## config.mk

```make
export PLATFORM = sky130hd
export DESIGN_NAME = i2c_master_arb
export DESIGN_NICKNAME = d
export VERILOG_FILES = /design/src/rtl/i2c_master_arb.sv
export SDC_FILE = /design/constraint.sdc
export NUM_CORES = 1
export LEC_CHECK = 0
export ABC_AREA = 1
export CAP_MARGIN = 10
export CORE_MARGIN = 1.5
export CORE_UTILIZATION = 53
export DETAILED_ROUTE_END_ITERATION = 16
export HOLD_SLACK_MARGIN = 0.1
export PLACE_DENSITY = 0.82
export SYNTH_ARGS = -nofsm -noshare
export SYNTH_HDL_FRONTEND = slang
export SYNTH_SLANG_ARGS = --single-unit
```

## constraint.sdc

```tcl
create_clock -name clk -period 1.99 [get_ports clk]
set_clock_uncertainty 0.05 [all_clocks]
set_input_delay 0.398 -clock clk [delete_from_list [all_inputs] [get_ports clk]]
set_output_delay 0.398 -clock clk [all_outputs]
set_load 0.02 [all_outputs]
```

## src/rtl/i2c_master_arb.sv

```systemverilog
module i2c_master_arb #(
  parameter int DIV_W = 8
) (
  input  logic             clk,
  input  logic             rst_n,
  input  logic [DIV_W-1:0] half_div,
  input  logic [6:0]       own_addr,
  input  logic             start_req,
  input  logic [6:0]       slave_addr,
  input  logic             read_mode,
  input  logic [7:0]       tx_data,
  input  logic             byte_req,
  input  logic             ack_next,
  input  logic             stop_req,
  input  logic             scl_i,
  input  logic             sda_i,
  output logic             scl_oe,
  output logic             sda_oe,
  output logic [7:0]       rx_data,
  output logic             nack_rcvd,
  output logic             byte_done,
  output logic             bus_busy,
  output logic             master,
  output logic             arb_lost,
  output logic             addr_match
);

  typedef enum logic [3:0] {
    S_IDLE, S_WAIT, S_STA, S_LO, S_HI, S_HOLD, S_SP1, S_SP2, S_SP3, S_SLV
  } st_t;

  st_t              st;
  logic [DIV_W-1:0] cnt;
  logic [3:0]       bcnt;
  logic [7:0]       shreg;
  logic             rd, addr_ph, ack_bit;
  logic             scl_q, sda_q;

  wire       tick      = (cnt == '0);
  wire       first     = (cnt == half_div - DIV_W'(1));
  wire       sending   = addr_ph || !rd;
  wire       drv_bit   = bcnt[3] ? (sending ? 1'b1 : ack_bit) : (sending ? shreg[7] : 1'b1);
  wire       bus_start = scl_q && scl_i && sda_q && !sda_i;
  wire       bus_stop  = scl_q && scl_i && !sda_q && sda_i;
  wire       scl_rise  = !scl_q && scl_i;
  wire [7:0] shin      = {shreg[6:0], sda_i};

  assign master = !(st == S_IDLE || st == S_WAIT || st == S_SLV);

  always_ff @(posedge clk or negedge rst_n)
    if (!rst_n) begin
      scl_q    <= 1'b1;
      sda_q    <= 1'b1;
      bus_busy <= 1'b0;
    end else begin
      scl_q <= scl_i;
      sda_q <= sda_i;
      if (bus_start)     bus_busy <= 1'b1;
      else if (bus_stop) bus_busy <= 1'b0;
    end

  always_ff @(posedge clk or negedge rst_n)
    if (!rst_n) begin
      st         <= S_IDLE;
      cnt        <= '0;
      bcnt       <= '0;
      shreg      <= '0;
      rd         <= 1'b0;
      addr_ph    <= 1'b0;
      ack_bit    <= 1'b1;
      scl_oe     <= 1'b0;
      sda_oe     <= 1'b0;
      rx_data    <= '0;
      nack_rcvd  <= 1'b0;
      byte_done  <= 1'b0;
      arb_lost   <= 1'b0;
      addr_match <= 1'b0;
    end else begin
      byte_done  <= 1'b0;
      arb_lost   <= 1'b0;
      addr_match <= 1'b0;
      if (!tick) cnt <= cnt - DIV_W'(1);
      case (st)
        S_IDLE: begin
          scl_oe <= 1'b0;
          sda_oe <= 1'b0;
          if (start_req) begin
            shreg <= {slave_addr, read_mode};
            rd    <= read_mode;
            st    <= S_WAIT;
          end
        end
        S_WAIT:
          if (!bus_busy && scl_i && sda_i) begin
            sda_oe <= 1'b1;
            cnt    <= half_div - DIV_W'(1);
            st     <= S_STA;
          end
        S_STA:
          if (tick) begin
            scl_oe  <= 1'b1;
            cnt     <= half_div - DIV_W'(1);
            bcnt    <= '0;
            addr_ph <= 1'b1;
            st      <= S_LO;
          end
        S_LO: begin
          if (first) sda_oe <= !drv_bit;
          if (tick) begin
            scl_oe <= 1'b0;
            cnt    <= half_div - DIV_W'(1);
            st     <= S_HI;
          end
        end
        S_HI:
          if (tick) begin
            if (!bcnt[3]) begin
              shreg <= shin;
              bcnt  <= bcnt + 4'd1;
              if (sending && shreg[7] && !sda_i) begin
                arb_lost <= 1'b1;
                scl_oe   <= 1'b0;
                sda_oe   <= 1'b0;
                if (addr_ph && bcnt == 4'd7) begin
                  addr_match <= (shin[7:1] == own_addr);
                  st         <= S_IDLE;
                end else begin
                  st <= addr_ph ? S_SLV : S_IDLE;
                end
              end else begin
                scl_oe <= 1'b1;
                cnt    <= half_div - DIV_W'(1);
                st     <= S_LO;
              end
            end else begin
              if (sending) nack_rcvd <= sda_i;
              else         rx_data   <= shreg;
              byte_done <= 1'b1;
              addr_ph   <= 1'b0;
              scl_oe    <= 1'b1;
              st        <= S_HOLD;
            end
          end
        S_HOLD: begin
          scl_oe <= 1'b1;
          if (byte_req) begin
            shreg   <= tx_data;
            ack_bit <= ack_next;
            bcnt    <= '0;
            cnt     <= half_div - DIV_W'(1);
            st      <= S_LO;
          end else if (stop_req) begin
            cnt <= half_div - DIV_W'(1);
            st  <= S_SP1;
          end
        end
        S_SP1: begin
          if (first) sda_oe <= 1'b1;
          if (tick) begin
            scl_oe <= 1'b0;
            cnt    <= half_div - DIV_W'(1);
            st     <= S_SP2;
          end
        end
        S_SP2:
          if (tick) begin
            sda_oe <= 1'b0;
            cnt    <= half_div - DIV_W'(1);
            st     <= S_SP3;
          end
        S_SP3:
          if (tick) st <= S_IDLE;
        S_SLV: begin
          scl_oe <= 1'b0;
          sda_oe <= 1'b0;
          if (bus_stop) begin
            st <= S_IDLE;
          end else if (scl_rise) begin
            shreg <= shin;
            bcnt  <= bcnt + 4'd1;
            if (bcnt == 4'd7) begin
              addr_match <= (shin[7:1] == own_addr);
              st         <= S_IDLE;
            end
          end
        end
        default: st <= S_IDLE;
      endcase
    end

  // SDA moves under a released SCL only when forming START or STOP
  a_r4_sda_moves_low: assert property (@(posedge clk) disable iff (!rst_n)
    !$stable(sda_oe) |-> ($past(scl_oe) || $past(st) == S_WAIT || $past(st) == S_SP2));

  a_r4_div_floor: assert property (@(posedge clk) disable iff (!rst_n)
    master |-> half_div >= DIV_W'(2));

  a_r2_free_before_master: assert property (@(posedge clk) disable iff (!rst_n)
    $rose(master) |-> !$past(bus_busy));

  a_r9_release_on_loss: assert property (@(posedge clk) disable iff (!rst_n)
    arb_lost |-> (!scl_oe && !sda_oe && !master));

  a_r5_one_event: assert property (@(posedge clk) disable iff (!rst_n)
    $onehot0({byte_done, arb_lost}));

  a_r11_busy_while_clocking: assert property (@(posedge clk) disable iff (!rst_n)
    (st == S_LO) |-> bus_busy);

endmodule

```

======== Yosys cells after proc, flatten, opt, wreduce, memory -nomap -nowiden ========
Index checks and enable logic that the tools add are counted.
cells by class
  multiplexer cells ....................... 76
  add/subtract/negate cells ............... 3
  bitwise gates (word level) .............. 1
  reduce and logical (&&, ||, !) cells .... 43
  equal/unequal tests ..................... 32
operator list
  kind                                                  number
  two-way mux 8 bit                                     14
  two-way mux 4 bit                                     22
  case mux 8 bit (4 select lines)                       2
  case mux 4 bit (10 select lines)                      1
  two-way mux 1 bit                                     32
  != test 2 bit (second input constant)                 15
  equality test 4 x 3 -> 1 bit (second input constant)  5
  case mux 4 bit (4 select lines)                       1
  AND reduction 4 bit                                   4
  subtractor 8 x 1 -> 8 bit (second input constant)     2
  AND reduction 7 bit                                   2
  logical AND 1 bit                                     11
  AND reduction 11 bit                                  1
  equality test 4 x 2 -> 1 bit (second input constant)  2
  equality test 4 bit (second input constant)           2
  equality test 8 bit                                   1
  logical NOT 8 bit                                     1
  AND reduction 8 bit                                   1
  nonzero test 4 bit                                    2
  equality test 7 bit                                   1
  logical NOT 1 bit                                     7
  != test 3 bit (second input constant)                 2
  case mux 1 bit (6 select lines)                       1
  AND reduction 6 bit                                   1
  other kinds (15)                                      22
storage, ports and cells
  word-level logic and storage cells ...... 173
  bits in registers ....................... 44
  input bits .............................. 39
  output and inout port bits .............. 16

======== Longest topological paths before layout ========
  word-level depth ........................ 8
  mapped depth ............................ 15
  depth with buffers taken out ............ 14

======== Least setup slack after synthesis ========
Ideal clock, no wire load.
  path type ............................... reg2reg
  start point ............................. reg st[1]
  end point ............................... reg sda_oe
  path slack .............................. 156 ps
  setup time .............................. 117 ps
  data arrival time ....................... 1667 ps
  cell stages (with the launch flop) ...... 10
  required time ........................... 1823 ps
  buffers on the path ..................... 0
  clock period less this slack ............ 1834 ps
  cell sequence ........................... dfrtp_1 -> inv_1 -> nand2_4 -> inv_2 -> nand2_4 -> inv_2 -> nor3_1 -> a211oi_1 -> nand3_1 -> nand2_1
on the way
  cells in the longest elaborated chain, start to end .. 4
  elaborated cells between the ends (all ways) .. 18
  those cells by class .................... 13 x eq/ne; 1 x mux; 4 x reduce/logical
ends and longest elaborated chain
  item                                                      line  source
  start: declaration                                        32    st_t st;
  start signal: assignment                                  128   st <= addr_ph ? S_SLV : S_IDLE;
  equality test 4 bit or logical NOT 4 bit (tied branches)  83    case (st)
  OR reduction 2 bit (no source line)                       n/a
  nonzero test 6 bit (no source line)                       n/a
  AND reduction 8 bit (no source line)                      n/a
  end signal: assignment                                    108   if (first) sda_oe <= !drv_bit;
  end: declaration                                          18    output logic sda_oe,
Parallel ways exist; a longest one is shown, timed or not.
A chain may end at the register's enable or synchronous reset.

======== Final worst setup path ========
  start point ............................. reg st[0]
  end point ............................... out master
on the way
  cells in the longest elaborated chain, start to end .. 4
  elaborated cells between the ends (all ways) .. 6
  those cells by class .................... 2 x eq/ne; 4 x reduce/logical
ends and longest elaborated chain
  item                                                               line  source
  equality test 4 x 1 -> 1 bit or logical NOT 4 bit (tied branches)  48    assign master = !(st == S_IDLE || st == S_WAIT || st == S_SLV);
  logical OR 1 bit                                                   48
  logical OR 1 bit *                                                 48
  logical NOT 1 bit *                                                48
  end: declaration                                                   23    output logic master,
Every way passes the cells marked *; elsewhere a longest branch is shown, timed or not.

==> results.sh <==
export IMPL_outcome="complete, no violations"
export IMPL_placedCellCount=582
export IMPL_clk_pin_slew_ps=90
export IMPL_whs_ps=407
export IMPL_drt_iter0_drc=165
export IMPL_grt_pass1_vias=3132
export IMPL_grt_pass1_wl_um=14100
export IMPL_relSlewSlack_pct=69.5
export IMPL_r2r_setup_slack_ps=130
export IMPL_final_common_cell="nand2_1"
export IMPL_syn_num_nets=455
export IMPL_min_period_over_period_pct=96.6
export IMPL_clock_sinks=44
export IMPL_grt_max_degree=21
export IMPL_peakVddDrop_mv=1.07
export IMPL_synth_top_area_share_pct=35.2
export IMPL_hp_class="primary input to register"
export IMPL_power_leakage_nw=2.07
export IMPL_synth_edf_count=0
export IMPL_die_height_um=77.2
export IMPL_final_nets=568
export IMPL_avgSynthCellArea_um2=7.09
export IMPL_wl_per_cell_um=14.5
export IMPL_power_density_mw_per_mm2=1290
export IMPL_place_congestion=0.965
export IMPL_crit_fanout=3
export IMPL_yosysSeqAreaShare_pct=37.9
export IMPL_detail_route_first_pass_iterations=5
export IMPL_rsz0062_at_grt="true"
export IMPL_start_util_pct=56.0
export IMPL_cts_root_buf="clkbuf_8"
export IMPL_syn_area_mm2=0.00291
export IMPL_synth_top_area_cell="dfrtp_1"
export IMPL_drt_vias_per_instance=5.25
export IMPL_final_area_mm2=0.00415
export IMPL_final_cell_mix="111 x nand2_1, 55 x buf_4, 51 x clkdlybuf4s50_1, 50 x inv_1, 41 x dfrtp_1"
export IMPL_clk_latency_ps=300
export IMPL_maxSlewViolCount=0
export IMPL_portBuffers=54
export IMPL_crit_path_end_kind="output port"
export IMPL_synth_ff_type="dfrtp_1"
export IMPL_hold_viol_final=0
export IMPL_cts_buffers=5
export IMPL_fmax_mhz=520
export IMPL_dr_total_vias=3123
export IMPL_async_reset_ff_share_pct=100
export IMPL_required_ps=1540
export IMPL_placed_area_mm2=0.00390
export IMPL_wl_um=8620
export IMPL_die_x_um=77.2
export IMPL_maxCapViolCount=0
export IMPL_pin_count=55
export IMPL_cp_arrival_ps=1470
export IMPL_place_ws_ps=-288
export IMPL_fin_crit_ps=1920
export IMPL_yosys_warnings=0
export IMPL_overflow=0
export IMPL_drc_errors=0
export IMPL_worstSetupPathType="register to output port"
export IMPL_drive_gt1_share_pct=20.2
export IMPL_htreeDepth=2
export IMPL_fin_ws_ps=67.6
export IMPL_ys_top_cells_by_area="dfrtp_1 35%, nand2_1 15%, inv_1 6.8%"
export IMPL_die_area_mm2=0.00595
export IMPL_rows=26
export IMPL_synth_distinct_cells=38
export IMPL_area_delta_synth_final_pct=42.3
export IMPL_tightest_slew_ps=457
export IMPL_antenna_found_initial=0
export IMPL_finalSetupViolCount=0
export IMPL_synth_cells=411
export IMPL_core_area_mm2=0.00520
export IMPL_clock_path_buffers=2
export IMPL_track_usage_pct=29.6
export IMPL_dp_hpwl_um=6730
export IMPL_ant_nets=0
export IMPL_cts_tree="built"
export IMPL_power_mw=5.33
export IMPL_finalNonFillerCells=595
export IMPL_cp_start_kind="register"
export IMPL_ys_ff_latch=44
export IMPL_antenna_cells=0
## layer usage
metal,global-route usage (%),vias up,share of wire [%]
li1,-,1567,-
met1,37.2,1441,44
met2,51.9,100,50
met3,3.69,15,3.8
met4,10.2,0,2.1
met5,0,-,0
## worst paths after layout
kind	startpoint	end	depth (start not counted)
min in group asynchronous	rst_n	st[3]	2
max in group asynchronous	rst_n	bcnt[3]	3
min reg2reg	rx_data[5]	rx_data[5]	2
min	half_div[0]	cnt[0]	3
max	st[0]	master	7
max reg2reg	st[1]	st[3]	11
## critical path: stages (launching register included)
cell,delay (ps)
dfrtp_1,400
buf_4,150
nand2_4,70
inv_2,50
nand2_4,60
inv_2,40
nor3_2,190
buf_2,200
## sequential cells by signal (all words and copies together) (netlist names), 4 cells and up
| name | flops |
|---|---|
| st | 4 |
| bcnt | 4 |
| shreg | 8 |
| rx_data | 8 |
| cnt | 8 |
## cell type report
class | instances | area (µm²)
flip-flops and latches | 44 | 1100
inverters | 60 | 228
multi-input cells | 302 | 1640
clock inverters | 3 | 46.3
clock buffers | 5 | 68.8
fillers | 387 | 1060
well taps | 70 | 87.6
repair buffers | 111 | 967
## report_power, final
part / internal [mW] / leakage (nW) / switching (mW)
combinational: 1.35 / 1.45 / 1.85
sequential: 1.19 / 0.563 / 0.233
clock: 0.378 / 0.0548 / 0.332
total: 2.92 / 2.07 / 2.41
## repair_timing
action / CTS / global route
endpoints found under the setup margin: 2 / 18
buffers inserted: 0 / 4
hold buffers: 1 / 0
hold endpoints to repair: 15 / 0
gates resized for setup: 6 / 26
pin swaps: 0 / 5
## through the flow
stage                     utilization [%]  setup TNS (ps)
after floorplan                         -               0
after global placement               74.9            -288
after detailed placement             74.9            -665
after CTS                            77.5               0
after global routing                 79.7           -15.2
final                                79.7               0
## logic make-up (layout without fill, tap and decap cells)
logic type	count (synthesis)	count (layout)	synth area share, %
and+or+nand+nor	213	213	32.5
buffers and inverters	65	179	8.76
DFF	44	44	37.9
adders and majority gates	5	5	2.15
AOI/OAI and AO/OA	70	70	14.4
muxes	1	1	0.386
xor gates and xnor gates	13	13	3.91
## Yosys cell counts (2+ instances only)
cell      number
nand4_1        8
o21ai_0       28
nor3_1         7
nand2_4        4
nor2_1        35
ha_1           5
a211oi_1       2
a22oi_1        8
nor2_4         2
nand2_2        2
dfstp_2        3
xor2_1        12
nand3_1       35
nand2_1      114
inv_1         53
nor3_2         2
o31ai_1        2
buf_2          3
o22ai_1        3
inv_2          7
a21oi_1        8
o21ai_1       11
nor4_1         2
dfrtp_1       41
(Power assumes the default switching activity.)
